File: src/rtl/bbm_pkg.sv
package bbm_pkg;
  localparam int COL_BITS = 16;
  localparam int ROW_BITS = 24;
  localparam logic [7:0] CMD_READ  = 8'h00;
  localparam logic [7:0] CMD_START = 8'h30;
  localparam logic [7:0] CODE_UNKNOWN = 8'hFF;

  localparam logic [1:0] KIND_CMD  = 2'd0;
  localparam logic [1:0] KIND_ADDR = 2'd1;
  localparam logic [1:0] KIND_DATA = 2'd2;

  typedef enum logic [3:0] {
    S_IDLE, S_LOOK, S_CLR, S_CMD0, S_COL_L, S_COL_H,
    S_ROW_L, S_ROW_M, S_ROW_H, S_CMD1, S_WAIT, S_READ, S_FIN
  } state_e;

  // first page of a block, truncated to the row-address width
  function automatic logic [ROW_BITS-1:0] first_page(input logic [31:0] ppb,
                                                      input logic [31:0] blk);
    logic [31:0] prod;
    prod = ppb * blk;
    return prod[ROW_BITS-1:0];
  endfunction

  function automatic logic marker_is_bad(input logic [7:0] b);
    return b != 8'hFF;
  endfunction
endpackage

File: src/rtl/bbm_cache.sv
module bbm_cache #(
  parameter int CACHE_N = 16,
  localparam int IDX_W = $clog2(CACHE_N)
) (
  input  logic             clk,
  input  logic             rst_n,
  input  logic [IDX_W-1:0] rd_idx,
  output logic [7:0]       rd_code,
  input  logic             we,
  input  logic [IDX_W-1:0] wr_idx,
  input  logic [7:0]       wr_code
);
  logic [7:0] mem [CACHE_N];

  always_ff @(posedge clk or negedge rst_n) begin
    if (!rst_n) begin
      for (int i = 0; i < CACHE_N; i++) mem[i] <= bbm_pkg::CODE_UNKNOWN;
    end else if (we) begin
      mem[wr_idx] <= wr_code;
    end
  end

  assign rd_code = mem[rd_idx];
endmodule

File: src/rtl/bbm_cycle_gen.sv
module bbm_cycle_gen
  import bbm_pkg::*;
(
  input  state_e                st,
  input  logic [COL_BITS-1:0]   col,
  input  logic [ROW_BITS-1:0]   row,
  output logic                  strobe,
  output logic [1:0]            kind,
  output logic [7:0]            wdata
);
  always_comb begin
    strobe = 1'b1;
    kind   = KIND_ADDR;
    wdata  = 8'h00;
    case (st)
      S_CMD0:  begin kind = KIND_CMD; wdata = CMD_READ;  end
      S_COL_L: wdata = col[7:0];
      S_COL_H: wdata = col[15:8];
      S_ROW_L: wdata = row[7:0];
      S_ROW_M: wdata = row[15:8];
      S_ROW_H: wdata = row[23:16];
      S_CMD1:  begin kind = KIND_CMD; wdata = CMD_START; end
      S_READ:  kind = KIND_DATA;
      default: begin strobe = 1'b0; kind = KIND_CMD; end
    endcase
  end
endmodule

File: src/rtl/bbm_seq.sv
module bbm_seq
  import bbm_pkg::*;
#(
  parameter int BLK_W   = 16,
  parameter int PPB_W   = 16,
  parameter int COL_W   = 16,
  parameter int CACHE_N = 16,
  localparam int IDX_W  = $clog2(CACHE_N)
) (
  input  logic                clk,
  input  logic                rst_n,
  input  logic                req_valid,
  input  logic [BLK_W-1:0]    req_block,
  input  logic [PPB_W-1:0]    cfg_ppb,
  input  logic [COL_W-1:0]    cfg_main,
  input  logic                cfg_two_row,
  input  logic                nand_ready,
  input  logic [7:0]          nand_rdata,
  input  logic [7:0]          cache_code,
  output state_e              st,
  output logic [COL_BITS-1:0] col_q,
  output logic [ROW_BITS-1:0] row_q,
  output logic [IDX_W-1:0]    cache_idx,
  output logic                cache_we,
  output logic [7:0]          cache_wcode,
  output logic                verdict_q,
  output logic                cache_hit
);
  logic [BLK_W-1:0] blk_q;
  logic             short_q;
  logic             in_range;

  assign in_range    = 32'(blk_q) < CACHE_N;
  assign cache_idx   = blk_q[IDX_W-1:0];
  assign cache_hit   = (st == S_LOOK) && in_range && (cache_code != CODE_UNKNOWN);
  assign cache_we    = (st == S_READ) && in_range;
  assign cache_wcode = {7'd0, marker_is_bad(nand_rdata)};

  always_ff @(posedge clk or negedge rst_n) begin
    if (!rst_n) begin
      st        <= S_IDLE;
      blk_q     <= '0;
      col_q     <= '0;
      row_q     <= '0;
      short_q   <= 1'b0;
      verdict_q <= 1'b0;
    end else begin
      case (st)
        S_IDLE: if (req_valid) begin
          blk_q   <= req_block;
          col_q   <= COL_BITS'(cfg_main);
          row_q   <= first_page(32'(cfg_ppb), 32'(req_block));
          short_q <= cfg_two_row;
          st      <= S_LOOK;
        end
        S_LOOK: begin
          if (cache_hit) begin
            verdict_q <= cache_code[0];
            st        <= S_FIN;
          end else begin
            st <= S_CLR;
          end
        end
        S_CLR:   st <= S_CMD0;
        S_CMD0:  st <= S_COL_L;
        S_COL_L: st <= S_COL_H;
        S_COL_H: st <= S_ROW_L;
        S_ROW_L: st <= S_ROW_M;
        S_ROW_M: st <= short_q ? S_CMD1 : S_ROW_H;
        S_ROW_H: st <= S_CMD1;
        S_CMD1:  st <= S_WAIT;
        S_WAIT:  if (nand_ready) st <= S_READ;
        S_READ: begin
          verdict_q <= marker_is_bad(nand_rdata);
          st        <= S_FIN;
        end
        default: st <= S_IDLE;
      endcase
    end
  end
endmodule

File: src/rtl/nand_bbm_probe.sv
module nand_bbm_probe
  import bbm_pkg::*;
#(
  parameter int BLK_W   = 16,
  parameter int PPB_W   = 16,
  parameter int COL_W   = 16,
  parameter int CACHE_N = 16
) (
  input  logic             clk,
  input  logic             rst_n,
  input  logic             req_valid,
  input  logic [BLK_W-1:0] req_block,
  input  logic [PPB_W-1:0] cfg_pages_per_block,
  input  logic [COL_W-1:0] cfg_main_bytes,
  input  logic             cfg_two_row,
  output logic             busy,
  output logic             done,
  output logic             verdict_bad,
  output logic             ecc_off,
  output logic             stat_clr,
  output logic             nand_strobe,
  output logic [1:0]       nand_kind,
  output logic [7:0]       nand_wdata,
  input  logic [7:0]       nand_rdata,
  input  logic             nand_ready
);
  localparam int IDX_W = $clog2(CACHE_N);

  state_e              st;
  logic [COL_BITS-1:0] col_q;
  logic [ROW_BITS-1:0] row_q;
  logic [IDX_W-1:0]    cache_idx;
  logic                cache_we;
  logic [7:0]          cache_wcode;
  logic [7:0]          cache_code;
  logic                cache_hit;
  logic                marker_fetch;

  bbm_seq #(.BLK_W(BLK_W), .PPB_W(PPB_W), .COL_W(COL_W), .CACHE_N(CACHE_N)) u_seq (
    .clk(clk), .rst_n(rst_n), .req_valid(req_valid), .req_block(req_block),
    .cfg_ppb(cfg_pages_per_block), .cfg_main(cfg_main_bytes), .cfg_two_row(cfg_two_row),
    .nand_ready(nand_ready), .nand_rdata(nand_rdata), .cache_code(cache_code),
    .st(st), .col_q(col_q), .row_q(row_q), .cache_idx(cache_idx),
    .cache_we(cache_we), .cache_wcode(cache_wcode), .verdict_q(verdict_bad),
    .cache_hit(cache_hit)
  );

  bbm_cache #(.CACHE_N(CACHE_N)) u_cache (
    .clk(clk), .rst_n(rst_n), .rd_idx(cache_idx), .rd_code(cache_code),
    .we(cache_we), .wr_idx(cache_idx), .wr_code(cache_wcode)
  );

  bbm_cycle_gen u_gen (
    .st(st), .col(col_q), .row(row_q),
    .strobe(nand_strobe), .kind(nand_kind), .wdata(nand_wdata)
  );

  assign busy         = st != S_IDLE;
  assign done         = st == S_FIN;
  assign stat_clr     = st == S_CLR;
  assign ecc_off      = st inside {S_CLR, S_CMD0, S_COL_L, S_COL_H, S_ROW_L,
                                   S_ROW_M, S_ROW_H, S_CMD1, S_WAIT, S_READ};
  assign marker_fetch = st == S_READ;
endmodule

File: config.mk
export PLATFORM = sky130hd
export DESIGN_NAME = nand_bbm_probe
export DESIGN_NICKNAME = d
export VERILOG_FILES = /design/src/rtl/bbm_pkg.sv /design/src/rtl/bbm_cache.sv /design/src/rtl/bbm_cycle_gen.sv /design/src/rtl/bbm_seq.sv /design/src/rtl/nand_bbm_probe.sv
export SDC_FILE = /design/constraint.sdc
export NUM_CORES = 1
export LEC_CHECK = 0
export BUFFER_PORTS_ARGS = -buffer_cell sky130_fd_sc_hd__buf_2
export CAP_MARGIN = 20
export CORE_AREA = 2 2 149 137
export CTS_CLUSTER_DIAMETER = 50
export DETAILED_ROUTE_END_ITERATION = 6
export DIE_AREA = 0 0 151 139
export GPL_TIMING_DRIVEN = 0
export PLACE_DENSITY_LB_ADDON = 0.12
export REMOVE_ABC_BUFFERS = 1
export SKIP_LAST_GASP = 1
export SYNTH_ARGS = -nofsm -noshare
export SYNTH_HDL_FRONTEND = slang
export SYNTH_SLANG_ARGS = --single-unit
export TNS_END_PERCENT = 50
File: constraint.sdc
create_clock -name clk -period 3 [get_ports clk]
set_input_delay 0.3 -clock clk [delete_from_list [all_inputs] [get_ports clk]]
set_output_delay 0.3 -clock clk [all_outputs]
set_load 0.005 [all_outputs]
==> results.toml, run 1 <==
[global_routing]
grt_first_pass_wirelength_um = 47800
grt_usage_pct = 29.4
grt_max_degree = 74
antenna_found_initial = 0
grt_pass1_vias = 9150
gr-total-overflow = 0

[logic_synthesis]
yosysWarnings = 0
syn-cell-area_um2 = 11500
ys_seq_elements = 94
synth_top_flop_cell = "dfrtp_1"
synthArstFlopShare_pct = 100
yosysSeqAreaShare_pct = 20.8
synthCells = 1252
synth_edf_count = 0
yosys.cell_types.count = 61
syn_area_per_cell_um2 = 9.17

[critical_path]
worstPathRequired_ns = 3.28
r2r-start = "u_seq.st[0]"
cp.arrival_ns = 5.38
r2r_setup_slack_ns = 0.15
crit_path_max_incr_delay_ns = 0.58
timing.rr.end = "u_seq.row_q[16]"
cpMostUsedCell = "fa_1"
worst_setup_path_start_kind = "input port"
path_max_fanout = 7
crit_chain = "buf_16, buf_12, nand2_4, fa_1, inv_1, fa_1, fa_1, fa_1, fa_1, inv_2, fa_1, inv_2, ha_4, a21o_1, a31o_4, a31oi_4, nand3_4, a2111o_1, o211ai_1"
endpoint_kind = "register"
crit_type = "input port to register"
reg2reg_depth = 5
crit_path_top_delay_cell = "fa_1"

[timing]
fin_crit_sh_pct = 170
skew_ns = 0.0112
slew_viol_final = 0
final_hold_viol_count = 0
setup_viol = 19
rsz0062_at_grt = "true"
setup_ws_ns = -2.10
worstMarginPinSlew_ns = 0.946
fin_crit_ns = 5.10
max_freq_ghz = 0.196
slew_headroom_pct = 36.3

[detailed_routing]
drc = 0
vias = 8913
drt-initial-drc-count = 488
routed_via_density = 5.63
antenna_left = 0
first_pass_iters = 7
wl_per_cell_um = 18.5
wirelength_um = 29300

[die]
die_area_um2 = 21000
dieWidth_um = 151
core_area_um2 = 19500
initial_utilization_pct = 58.9
ios = 77
die_h_um = 139
rows = 49

[clock_network]
clkTransAtPathRegs_ns = 0.07
root_buffer = "clkbuf_16"
cts_buffer_depth = 2
cts_tree = "built"
insertion_delay_ns = 0.36
cts_made_buffers = 9
clock-sinks = 94
htreeDepth = 3

[cells_and_area]
regArea_um2 = 2390
final_core_util_pct = 68.9
drive_gt1_share_pct = 20.3
fin_cells = 1584
area_delta_synth_final_pct = 17.1
multi_input_area_um2 = 8450
nNetsFinal = 1622
layout.cells.most_common = "nand2_1"
n_antenna_cell = 0
final_cell_mix = "nand2_1, inv_1, fa_1"
n_fill_cell = 1547

[run]
maxCapViolCount = 0

[min_path]
worstHoldStart = "cfg_main_bytes[3]"
min_path_cells = 3
min_to = "u_seq.col_q[3]"
hp-class = "input port to register"

[placement]
io_buffers = 76
dp_hpwl_um = 20300
place_inst = 1526
gp_congestion = 0.850

[status]
violations = "negative setup slack"
outcome = "complete, but fails checks"
-- synthesized netlist by cell type, types with 5 or more instances --
cell type  instances  share of area (%)
nand2_1          266                8.7
and2_1           109                5.9
nand3_1            8               0.35
nor3_1            12               0.52
dfrtp_1           62                 14
clkbuf_1          51                1.7
o21ai_0           29                1.3
a31oi_1            6               0.33
a211oi_1           5               0.33
fa_1             168                 29
and3_1             5               0.27
a21oi_1           19               0.83
dfstp_2           32                7.3
nor2b_1           17               0.93
xor2_1             6               0.46
nor2_1            29               0.95
inv_1            213                7.0
mux4_2            13                2.6
ha_1              69                7.5
nand4_1            7               0.38
nand2b_1           8               0.44
a21o_1             8               0.52
xnor2_1           16                1.2
or2_2              6               0.33
a22o_1             5               0.38
mux2_2            17                1.7
-- layer usage --
| metal | share of wire (%) | wire length [um] | GRT usage [%] |
|---|---|---|---|
| met1 | 44 | 12800 | 43.4 |
| met2 | 48 | 14200 | 47.1 |
| met3 | 6.7 | 1950 | 4.61 |
| met4 | 1.3 | 379 | 5.02 |
| met5 | 0 | 0 | 0 |
-- area by class of cell --
cell class,instances,share of cell area [%]
sequential,94,17.8
timing repair buffer,120,8.75
multi-input combinational,886,62.9
inverter,213,5.95
tap,255,2.37
clock inverter,7,0.550
clock buffer,9,1.68
-- timing repair --
item / in CTS / in global routing
setup endpoints to repair: 19 / 19
buffers inserted: 25 / 14
hold buffers: 1 / 0
pin swaps: 38 / 25
gates cloned: 0 / 2
gates resized for setup: 126 / 63
hold endpoints to repair: 16 / 0
-- stage by stage --
stage / hold slack [ns] / TNS (ns) / setup slack, ns / instance area (um2)
after global routing: 0.135 / -33.39 / -2.28 / 13400
after detailed placement: 0.291 / -44.06 / -3.04 / 12000
after CTS: 0.113 / -29.95 / -2.07 / 13100
final: 0.125 / -30.29 / -2.10 / 13400
after global placement: 0.453 / -70.93 / -2.97 / 11900
after floorplan: 0.00441 / -29.96 / -2.22 / 11200
-- critical path, delay by kind of cell --
kind | cells | cell delay, ns
AND/OR/NAND/NOR | 2 | 0.17
buffers and inverters | 5 | 0.38
AO/OA/AOI/OAI | 5 | 1.18
adder cells (fa/ha/maj) | 7 | 3.34
-- flip-flops by register name, summed over array words and instances, names as in the netlist --
| name | count |
|---|---|
| u_seq.row_q | 24 |
| u_seq.verdict_q | 1 |
| u_seq.st | 4 |
| u_seq.short_q | 1 |
| u_seq.blk_q | 16 |
| u_seq.col_q | 16 |
| u_cache.mem | 32 |
-- worst max-delay path by stage --
stage	start	endpoint	slack, ns	depth (start not counted)
final	cfg_pages_per_block[6]	u_seq.row_q[21]	-2.10	19
after global routing	cfg_pages_per_block[6]	u_seq.row_q[19]	-2.28	24
after CTS	req_block[7]	u_seq.row_q[22]	-2.07	21
after detailed placement	req_block[2]	u_seq.row_q[22]	-3.04	18
after global placement	req_block[2]	u_seq.row_q[22]	-2.97	18
after floorplan	req_block[4]	u_seq.row_q[22]	-2.22	18
-- cell families after synthesis --
family | after synthesis | synth area share (%)
xor+xnor | 24 | 2.07
simple gates | 482 | 19.7
compound gates | 106 | 6.00
mux | 37 | 5.40
buf+inv | 272 | 9.11
fa+ha+maj | 237 | 36.8
flops | 94 | 20.8
Power of run 1 is not shown: default switching activity piles up to over one toggle a cycle in this logic, so the estimate is an artifact.
==> inputs of run 2 (changes only) <==
- CELL_PAD_IN_SITES_DETAIL_PLACEMENT: unset -> 1
- CELL_PAD_IN_SITES_GLOBAL_PLACEMENT: unset -> 1
- CORE_AREA: 2 2 149 137 -> 2 2 159 145
- DIE_AREA: 0 0 151 139 -> 0 0 161 147
==> results.toml, run 2 (synthesis gave the netlist of run 1 again) <==
[die]
initial_utilization_pct = 51.9
core_area_um2 = 22100
dieWidth_um = 161
die_h_um = 147
die_area_um2 = 23700
ios = 77
rows = 52

[timing]
setup_viol = 19
worstMarginPinSlew_ns = 1.02
setup_ws_ns = -2.15
slew_viol_final = 0
fin_crit_sh_pct = 172
skew_ns = 0.0133
max_freq_ghz = 0.194
rsz0062_at_grt = "true"
final_hold_viol_count = 0
slew_headroom_pct = 32.0
fin_crit_ns = 5.15

[clock_network]
htreeDepth = 3
insertion_delay_ns = 0.37
cts_made_buffers = 9
cts_tree = "built"
root_buffer = "clkbuf_16"
clock-sinks = 94
cts_buffer_depth = 2
clkTransAtPathRegs_ns = 0.07

[cells_and_area]
fin_area_um2 = 13600
drive_gt1_share_pct = 21.8
regMostFlops = "u_cache.mem"
layout.cells.most_common = "nand2_1"
area_delta_synth_final_pct = 18.5
reg.largest.list = "u_cache.mem (32), u_seq.row_q (24)"
nNetsFinal = 1627
final_cell_mix = "nand2_1, inv_1, fa_1"
n_antenna_cell = 0
largest_register_ffs = 32

[placement]
place_area_um2 = 12000
dp_hpwl_um = 23500
io_buffers = 76
gp_congestion = 0.848

[critical_path]
crit_chain = "buf_12, and2_1, fa_1, inv_2, fa_2, fa_2, inv_2, fa_2, fa_1, inv_1, fa_1, inv_2, ha_4, nand2_4, nor3_4, and3_4, o211ai_1, a2111oi_2, nand3b_1"
endpoint_kind = "register"
crit_buf_inv = 5
reg2reg_depth = 5
worst_setup_path_start_kind = "input port"
timing.rr.end = "u_seq.row_q[14]"
crit_path_top_delay_cell = "fa_2"
worstPathRequired_ns = 3.30
path_max_fanout = 17
crit_path_max_incr_delay_ns = 0.58
r2r-start = "u_seq.st[1]"
path_delay_family = "adder cells"
r2r_setup_slack_ns = 0.22
crit_type = "input port to register"
cp.arrival_ns = 5.45

[run]
maxCapViolCount = 0

[global_routing]
grt_first_pass_wirelength_um = 54800
grt_pass1_vias = 10100
antenna_found_initial = 1
gr-total-overflow = 0
grt_usage_pct = 30.1
grt_max_degree = 74

[min_path]
worstHoldStart = "cfg_main_bytes[10]"
hp-class = "input port to register"
min_to = "u_seq.col_q[10]"
min_path_cells = 3

[detailed_routing]
drc = 0
wirelength_um = 35400
wl_per_cell_um = 21.7
first_pass_iters = 4
routed_via_density = 5.63
vias = 9186
antenna_left = 0
drt-initial-drc-count = 542

[status]
outcome = "complete, but fails checks"
violations = "negative setup slack"
[run 2: cell types whose count changed in the layout (fill, tap and decap cells not counted), sizes merged]
cell    change
buf         +6
inv         +1
clkbuf      -1
clkinv      -1
[run 2: area by class of cell]
type	count	area (um2)
fill	2461	8520
multi-input combinational	886	8500
sequential	94	2390
timing repair buffer	125	1240
inverter	213	800
tap	297	372
clock buffer	9	225
clock inverter	7	73.8
[run 2: worst min-delay path: stages]
cell     delay, ns
buf_2         0.07
nand2_1       0.04
nand2_1       0.04
[run 2: how the worst max path moves through the flow]
stage | from | end | depth (start not counted)
final | req_block[5] | u_seq.row_q[22] | 19
after global placement | req_block[1] | u_seq.row_q[22] | 18
after detailed placement | req_block[7] | u_seq.row_q[21] | 20
after global routing | req_block[5] | u_seq.row_q[22] | 19
after floorplan | req_block[4] | u_seq.row_q[22] | 18
after CTS | req_block[7] | u_seq.row_q[21] | 19
[run 2: routing by layer]
layer	track usage (%)	share of wire, %
met5	0	0
met4	7.81	2.2
met3	4.38	6.3
met2	51.1	50
met1	41.0	41
[run 2: through the flow]
stage                     setup WS (ns)  instances  TNS (ns)  utilization, %  hold slack [ns]
after floorplan                   -2.22       1193    -29.96               -          0.00441
after global placement            -3.05       1566    -75.44            54.2            0.452
after detailed placement          -3.12       1568    -45.32            54.5            0.354
after CTS                         -2.02       1614    -29.99            59.6            0.112
after global routing              -2.30       1631    -33.40            61.5            0.133
final                             -2.15       1631    -30.56            61.5            0.123
[run 2: what timing repair did]
action | CTS | global route
buffers inserted | 29 | 16
resized for setup | 141 | 73
pin swaps | 41 | 32
endpoints found under the setup margin | 19 | 21
gates cloned | 0 | 1
hold buffers | 1 | 0
endpoints found under the hold margin | 35 | 0
Power of run 2 is left out for the same reason.
==> inputs of run 3 (changes only) <==
- PLACE_DENSITY_LB_ADDON: 0.12 -> 0.1
==> results.toml, run 3 (synthesis gave the netlist of run 1 again) <==
[status]
outcome = "complete, but fails checks"
violations = "negative setup slack"

[timing]
setup_viol = 19
max_freq_ghz = 0.192
rsz0062_at_grt = "true"
skew_ns = 0.0134
fin_crit_ns = 5.21
worstMarginPinSlew_ns = 0.957
slew_viol_final = 0
fin_tns_setup_ns = -33.23
final_hold_viol_count = 0
slew_headroom_pct = 36.0
setup_ws_ns = -2.21
hold_slack_ns = 0.129
fin_crit_sh_pct = 174

[cells_and_area]
largest_register_ffs = 32
final_cell_mix = "nand2_1, inv_1, fa_1"
drive_gt1_share_pct = 21.9
nNetsFinal = 1626
regMostFlops = "u_cache.mem"
reg.largest.list = "u_cache.mem (32), u_seq.row_q (24)"
n_fill_cell = 2526
fin_area_um2 = 13500
layout.cells.most_common = "nand2_1"
regArea_um2 = 2390
fin_cells = 1631
area_delta_synth_final_pct = 17.6
multi_input_area_um2 = 8490

[critical_path]
timing.rr.end = "u_seq.row_q[16]"
cp.arrival_ns = 5.41
worst_setup_path_start_kind = "input port"
endpoint_kind = "register"
r2r_setup_slack_ns = 0.17
worstPathRequired_ns = 3.21
path_max_fanout = 12
crit_type = "input port to register"
r2r-start = "u_seq.st[1]"
reg2reg_depth = 5

[die]
dieWidth_um = 161
die_h_um = 147
core_area_um2 = 22100
ios = 77
initial_utilization_pct = 51.9
rows = 52
die_area_um2 = 23700

[clock_network]
clock-sinks = 94
cts_made_buffers = 9
cts_buffer_depth = 2
insertion_delay_ns = 0.36
clkTransAtPathRegs_ns = 0.08
htreeDepth = 3
root_buffer = "clkbuf_16"
cts_tree = "built"

[detailed_routing]
drt-initial-drc-count = 497
routed_via_density = 5.66
drc = 0
wl_per_cell_um = 21.8
antenna_left = 0
wirelength_um = 35500
first_pass_iters = 5
vias = 9234

[min_path]
worstHoldStart = "cfg_main_bytes[9]"
hp-class = "input port to register"
min_to = "u_seq.col_q[9]"
min_path_cells = 3

[global_routing]
grt_usage_pct = 31.0
grt_max_degree = 74
antenna_found_initial = 1
grt_first_pass_wirelength_um = 56600
grt_pass1_vias = 10400
gr-total-overflow = 0

[placement]
io_buffers = 76
gp_congestion = 0.862
place_area_um2 = 12000
place_inst = 1568
dp_hpwl_um = 23600

[run]
maxCapViolCount = 0
## run 3: worst max-delay path, cell delays in order
cell and delay (ns):
buf_6 0.14, and2_1 0.19, fa_1 0.55, inv_1 0.06
fa_1 0.49, inv_1 0.06, fa_1 0.56, fa_1 0.43
fa_1 0.50, inv_1 0.06, fa_1 0.55, inv_2 0.07
ha_4 0.26, buf_4 0.16, a31o_4 0.23, a31oi_4 0.21
nand3_4 0.13, buf_6 0.14, a211oi_4 0.24, o31ai_2 0.09
## run 3: worst max-delay path by stage
| stage | cells after the start | slack [ns] | end | start |
|---|---|---|---|---|
| 6_report | 20 | -2.21 | u_seq.row_q[23] | cfg_pages_per_block[12] |
| 5_1_grt | 21 | -2.37 | u_seq.row_q[18] | cfg_pages_per_block[5] |
| 3_3_place_gp | 18 | -3.08 | u_seq.row_q[22] | req_block[1] |
| 3_5_place_dp | 18 | -3.10 | u_seq.row_q[22] | req_block[1] |
| 2_1_floorplan | 18 | -2.22 | u_seq.row_q[22] | req_block[4] |
| 4_1_cts | 19 | -2.09 | u_seq.row_q[21] | req_block[4] |
## run 3: through the flow
| stage | util [%] | worst slack, ns |
|---|---|---|
| 6_report | 61.0 | -2.21 |
| 4_1_cts | 60.0 | -2.09 |
| 2_1_floorplan | - | -2.22 |
| 3_3_place_gp | 54.2 | -3.08 |
| 3_5_place_dp | 54.5 | -3.10 |
| 5_1_grt | 61.0 | -2.37 |
## run 3: layout make-up
| class | instances | area share, % |
|---|---|---|
| clock buffer | 9 | 1.67 |
| tap | 297 | 2.75 |
| multi-input combinational | 886 | 62.9 |
| antenna | 1 | 0.0185 |
| inverter | 213 | 5.92 |
| sequential | 94 | 17.7 |
| clock inverter | 7 | 0.565 |
| timing repair buffer | 124 | 8.46 |
## run 3: routing by layer
metal | GRT usage [%] | wire length (um) | vias to the layer above
met2 | 52.7 | 17800 | 240
met4 | 8.13 | 858 | 0
met1 | 42.0 | 15200 | 4895
met5 | 0 | 0 | -
met3 | 4.77 | 1590 | 64
li1 | - | - | 4035
## run 3: repair_timing
| item | CTS | global route |
|---|---|---|
| pin swaps | 61 | 41 |
| gates resized for setup | 168 | 33 |
| hold buffers | 1 | 0 |
| buffers inserted | 33 | 12 |
| endpoints found under the hold margin | 16 | 0 |
| setup endpoints to repair | 19 | 19 |
Power of run 3 is left out for the same reason.
